## src/rtl/irq_req_pkg.sv

```systemverilog
package irq_req_pkg;

    typedef enum logic {
        SENS_EDGE       = 1'b0,
        SENS_EDGE_LEVEL = 1'b1
    } sens_mode_e;

    localparam sens_mode_e SENS_RESET = SENS_EDGE_LEVEL;
    localparam logic       LINE_IDLE  = 1'b1;

    typedef struct packed {
        logic line;
        logic fall;
    } line_evt_t;

    function automatic logic level_req(sens_mode_e mode, logic line);
        return (mode == SENS_EDGE_LEVEL) && !line;
    endfunction

    function automatic sens_mode_e to_mode(logic bit_val);
        return bit_val ? SENS_EDGE_LEVEL : SENS_EDGE;
    endfunction

endpackage

```

## src/rtl/irq_src_combine.sv

```systemverilog
module irq_src_combine #(
    parameter int PORT_W = 8
) (
    input  logic              pin_n,
    input  logic [PORT_W-1:0] port_pin,
    input  logic [PORT_W-1:0] pu_en,
    output logic              line_raw
);
    logic [PORT_W-1:0] pulled_low;

    for (genvar i = 0; i < PORT_W; i++) begin : g_src
        assign pulled_low[i] = pu_en[i] & ~port_pin[i];
    end

    assign line_raw = pin_n & ~(|pulled_low);
endmodule

```

## src/rtl/irq_sync_edge.sv

```systemverilog
module irq_sync_edge
    import irq_req_pkg::*;
#(
    parameter int STAGES = 2
) (
    input  logic      clk,
    input  logic      rst,
    input  logic      line_raw,
    output line_evt_t evt
);
    localparam int LAST = STAGES - 1;

    logic [STAGES-1:0] sync_q;
    logic              prev_q;

    for (genvar s = 0; s < STAGES; s++) begin : g_stage
        if (s == 0) begin : g_first
            always_ff @(posedge clk) begin
                if (rst) sync_q[s] <= LINE_IDLE;
                else     sync_q[s] <= line_raw;
            end
        end else begin : g_next
            always_ff @(posedge clk) begin
                if (rst) sync_q[s] <= LINE_IDLE;
                else     sync_q[s] <= sync_q[s-1];
            end
        end
    end

    always_ff @(posedge clk) begin
        if (rst) prev_q <= LINE_IDLE;
        else     prev_q <= sync_q[LAST];
    end

    always_comb begin
        evt.line = sync_q[LAST];
        evt.fall = prev_q & ~sync_q[LAST];
    end
endmodule

```

## src/rtl/irq_pend_latch.sv

```systemverilog
module irq_pend_latch
    import irq_req_pkg::*;
(
    input  logic       clk,
    input  logic       rst,
    input  line_evt_t  evt,
    input  logic       sens_load,
    input  logic       sens_level,
    input  logic       svc_ack,
    output sens_mode_e mode,
    output logic       latched,
    output logic       pend
);
    sens_mode_e mode_q;
    logic       latch_q;

    always_ff @(posedge clk) begin
        if (rst)            mode_q <= SENS_RESET;
        else if (sens_load) mode_q <= to_mode(sens_level);
    end

    // a new edge outranks the acknowledge so it is not lost
    always_ff @(posedge clk) begin
        if (rst)           latch_q <= 1'b0;
        else if (evt.fall) latch_q <= 1'b1;
        else if (svc_ack)  latch_q <= 1'b0;
    end

    assign mode    = mode_q;
    assign latched = latch_q;
    assign pend    = latch_q | level_req(mode_q, evt.line);
endmodule

```

## src/rtl/irq_req_latch.sv

```systemverilog
module irq_req_latch
    import irq_req_pkg::*;
#(
    parameter int PORT_W      = 8,
    parameter int SYNC_STAGES = 2
) (
    input  logic              clk,
    input  logic              rst,
    input  logic              irq_pin_n,
    input  logic [PORT_W-1:0] port_pin,
    input  logic [PORT_W-1:0] port_pu_en,
    input  logic              sens_load,
    input  logic              sens_level,
    input  logic              svc_ack,
    output logic              irq_pend_o,
    output logic              irq_line_o
);
    logic       line_raw;
    line_evt_t  evt;
    sens_mode_e sens_q;
    logic       latch_q;
    logic       fall_det;

    irq_src_combine #(.PORT_W(PORT_W)) u_combine (
        .pin_n    (irq_pin_n),
        .port_pin (port_pin),
        .pu_en    (port_pu_en),
        .line_raw (line_raw)
    );

    irq_sync_edge #(.STAGES(SYNC_STAGES)) u_sync (
        .clk      (clk),
        .rst      (rst),
        .line_raw (line_raw),
        .evt      (evt)
    );

    irq_pend_latch u_latch (
        .clk        (clk),
        .rst        (rst),
        .evt        (evt),
        .sens_load  (sens_load),
        .sens_level (sens_level),
        .svc_ack    (svc_ack),
        .mode       (sens_q),
        .latched    (latch_q),
        .pend       (irq_pend_o)
    );

    assign fall_det   = evt.fall;
    assign irq_line_o = evt.line;
endmodule

```

## config.mk

```make
export PLATFORM = sky130hd
export DESIGN_NAME = irq_req_latch
export DESIGN_NICKNAME = d
export VERILOG_FILES = /design/src/rtl/irq_req_pkg.sv /design/src/rtl/irq_src_combine.sv /design/src/rtl/irq_sync_edge.sv /design/src/rtl/irq_pend_latch.sv /design/src/rtl/irq_req_latch.sv
export SDC_FILE = /design/constraint.sdc
export NUM_CORES = 1
export LEC_CHECK = 0
export ABC_AREA = 1
export BUFFER_PORTS_ARGS = -buffer_cell sky130_fd_sc_hd__buf_4
export CORE_AREA = 8 8 45 47
export CTS_BUF_LIST = sky130_fd_sc_hd__clkbuf_4 sky130_fd_sc_hd__clkbuf_8
export DETAILED_ROUTE_END_ITERATION = 8
export DIE_AREA = 0 0 53 55
export GPL_TIMING_DRIVEN = 0
export PLACE_DENSITY_LB_ADDON = 0.25
export SLEW_MARGIN = 20
export SYNTH_ARGS = -nofsm -noshare
export SYNTH_HDL_FRONTEND = slang
export SYNTH_HIERARCHICAL = 1
export SYNTH_SLANG_ARGS = --single-unit
```

## constraint.sdc

```tcl
create_clock -name clk -period 1.1 [get_ports clk]
set_input_delay 0.275 -clock clk [delete_from_list [all_inputs] [get_ports clk]]
set_output_delay 0.275 -clock clk [all_outputs]
set_load 0.05 [all_outputs]
```

## After elaboration in Yosys (flattened, before gate mapping)

Cells that the tools add are included.

- Multiplexer cells: 3
- Bitwise operators: 21
- Reductions and logical operators: 4

Operators by type and width:

| kind | count |
|---|---|
| 1-bit bitwise AND | 10 |
| 1-bit inverter | 10 |
| 8-bit OR reduction | 1 |
| 1-bit 2-to-1 mux | 3 |
| 2-bit nonzero test | 1 |
| 1-bit logical AND | 1 |
| 1-bit zero test | 1 |
| 1-bit OR | 1 |

- Output and inout bits: 2
- Flip-flop bits (word level): 5
- Input port bits: 22
- Logic and storage cells: 33

## Depth between registers and ports, before layout

- Word-level depth: 5
- Gate-level depth with buffers: 8
- Mapped depth without buffers: 8

## Hierarchy

Netlist, hierarchy kept.

Modules (own cells, without submodules):

| module | cells each | area each (µm²) | seq. area each (µm²) | times used |
|---|---|---|---|---|
| irq_sync_edge | 13 | 101.3 | 60.1 | 1 |
| irq_src_combine | 22 | 87.6 | 0.0 | 1 |
| irq_pend_latch | 11 | 82.6 | 40.0 | 1 |

## Worst setup path after synthesis

Ideal clock, no wire load.

- Path type: register -> output
- From: register u_sync.sync_q[1], in the netlist u_sync/evt[1]
- To: output port irq_pend_o
- Data required time: 825 ps
- Arrival time: 1,257 ps
- Cell stages (with the launch flop): 3
- Path buffers: 1
- Slack: -432 ps
- Path through: dfxtp_1 -> buf_4 -> o21bai_1

- Cells in the longest elaborated chain, start to end: 3

RTL lines:

| element | line | source |
|---|---|---|
| start: declaration | irq_sync_edge.sv:13 | `logic [STAGES-1:0] sync_q;` |
| start signal: indexed assignment | irq_sync_edge.sv:25 | `else sync_q[s] <= sync_q[s-1];` |
| 1-bit zero test | irq_req_pkg.sv:17 | `return (mode == SENS_EDGE_LEVEL) && !line;` |
| 1-bit logical AND | irq_req_pkg.sv:17 |  |
| 1-bit OR | irq_pend_latch.sv:31 | `assign pend = latch_q \| level_req(mode_q, evt.line);` |
| end: declaration | irq_req_latch.sv:15 | `output logic irq_pend_o,` |

Every way passes these cells.

## Worst setup path after layout

Same ends and word-level chain as after synthesis.

==> flow_summary.ini <==
[run_status]
status = finished, violations left
violations = negative setup slack

[clock_network]
clk_path_buf_depth = 2
clk_latency_ns = 0.23
cts-root-buf = clkbuf_4
ctsHoldBuffers = 0
clk_pin_slew_ns = 0.04
clock_sinks = 5
cts_made_buffers = 3
cts_htree_levels = 1
cts_tree = yes

[cells_and_area]
layout.cells.non_filler = 89
antenna_cells = 0
multiInputGateArea_sq_um = 115
seq_area_sq_um = 103
drive_gt1_frac = 0.452
fillerInstances = 154
mostFrequentLayoutCells = 23 x buf_4, 15 x inv_1, 14 x nand2_1
design_area_sq_um = 512
area_growth_pct = 88.5
finalNetCount = 96
layout_commonest_cell = buf_4

[worst_setup_path]
path_class = reg -> out
worstPathCellList = o21bai_4 > buf_6
path_max_fanout = 4
slowest_stage = dfxtp_2
worst_r2r_path_depth = 4
crit_arrival_ns = 0.87
r2r_end = u_latch/mode
crit_path_max_incr_delay_ns = 0.34
r2r_slack_ns = 0.33
crit_required_ns = 0.82
end_kind = output pin
cp-start-kind = flop
rr_startpoint = u_latch/mode

[logic_synthesis]
avgSynthCellArea_sq_um = 5.90
yosys.area_share.xor_xnor = 0
synthMuxAreaShare = 0
synth.area.top_cells = dfxtp_1 37%, inv_1 22%, nand2_1 19%, nor2_1 5.5%, a21oi_1 3.7%
synthAdderAreaFrac = 0
seq_area_frac_synth = 0.369
synth_compound_area_frac = 0.0876
yosysTopAreaCell = dfxtp_1
syn_inst = 46
synth_top_family_by_area = simple AND/OR/NAND/NOR gates
synth_top_area_share = 0.369
netlist_area_sq_um = 272
syn-num-nets = 68
synth_simple_gate_area_frac = 0.295
ys_warn_count = 6
ys_ff_latch = 5
yosysUniqueCellTypes = 10

[timing]
fin_crit_ns = 1.15
hold_viol_final = 0
rsz0062_at_grt = true
period_share = 1.04
whs_ns = 0.212
setup-tns-final_ns = -0.0460
fmax_mhz = 873
setup_slack_ns = -0.0460
finalClockSkew_ns = 0.000985
drv_slew = 0
max_slew_margin = 0.876
worstMarginPinSlew_ns = 0.186
finalSetupViolations = 1

[placed_design]
gp_congestion = 0.637
port_buffers = 23
dp_slack_ns = 0.0562
hpwl_um = 690
dpl_cell_area_sq_um = 475
place_inst = 85

[pwr]
ir_drop_v = 0.000305
pwr_density_cell_mw_per_mm2 = 1110
leakagePower_uw = 0.000317

[floorplanning]
core_area_sq_mm = 0.00138
initial_core_util = 0.196
ios = 24
die_h_um = 55
dieArea_sq_mm = 0.00292
num_rows = 14
die_w_um = 53

[global_route]
grt_pass1_vias = 370
grt_overflow = 0
grt_start_max_net_pins = 5
grt_usage = 0.0618
grt_pass1_wl_um = 1320
antenna_found_initial = 0

[run]
max_cap_violations = 0

[min_path]
hold-path-cell-count = 2
min_from = rst
hold_path.class = in -> reg
hold_path_end = u_latch/latched

[drt]
firstDrtPassIters = 2
antenna_left = 0
drc = 0
first_iter_violations = 1
wl_per_cell_um = 8.17
vias = 332
viasPerCell = 3.73
wirelength_um = 727
[through the flow]
stage / utilization / total power (uW)
after floorplan: - / 266
after global placement: 0.344 / 335
after detailed placement: 0.344 / 338
after CTS: 0.370 / 583
after global routing: 0.370 / 612
final: 0.370 / 566
[critical path: cells and delay by family (launching register included)]
kind                   cells  cell delay, ns
AO/OA/AOI/OAI              1            0.13
buffers and inverters      1            0.17
flip-flops                 1            0.34
[cell usage after synthesis]
master / instances
nand2_1: 14
inv_1: 16
o22ai_1: 1
nor2_1: 4
or2_0: 1
o21bai_1: 1
dfxtp_1: 5
nor2_2: 1
a21oi_1: 2
buf_4: 1
[how the worst max path moves through the flow]
stage	startpoint	end	slack (ns)	cells after the start
finish	u_sync/evt[1]	irq_pend_o	-0.05	2
global route	u_sync/evt[1]	irq_pend_o	-0.09	2
CTS	u_latch/mode	irq_pend_o	-0.07	3
detailed placement	u_sync/evt[1]	irq_pend_o	0.06	3
global placement	u_sync/evt[1]	irq_pend_o	0.07	3
floorplan	u_sync/evt[1]	irq_pend_o	0.003	2
[what timing repair did]
action / 4_1_cts / 5_1_grt
endpoints found under the setup margin: 2 / 2
hold endpoints to repair: 0 / 0
resized for setup: 4 / 0
gates cloned: 0 / 0
setup buffers: 1 / 0
pin swaps: 1 / 1
[flip-flops by register name (all words and copies together), names as in the netlist]
signal	flops
u_latch/latched	1
u_latch/mode	1
u_sync/evt	1
u_sync/prev_q	1
u_sync/sync_q	1
[where the power goes]
group          internal, uW  total (uW)  switching, uW
Clock                   161         229           67.6
Combinational          80.4         137           57.0
Sequential              194         200           6.11
[per-layer routing]
metal,track usage,part of all wire,wire (um)
met5,0,0,0
met1,0.0533,0.39,282
met3,0.0508,0.19,135
met2,0.0918,0.43,309
met4,0.0517,0,0
[area by class of cell]
type,count,area share
well taps,16,0.0391
flip-flops and latches,5,0.200
clock buffers,4,0.0587
inverters,16,0.117
repair buffers,24,0.359
multi-input cells,24,0.225
[cells by family after synthesis]
logic type      Yosys count
simple gates             20
compound gates            4
flops                     5
buf+inv                  17
(Power assumes the default switching activity.)
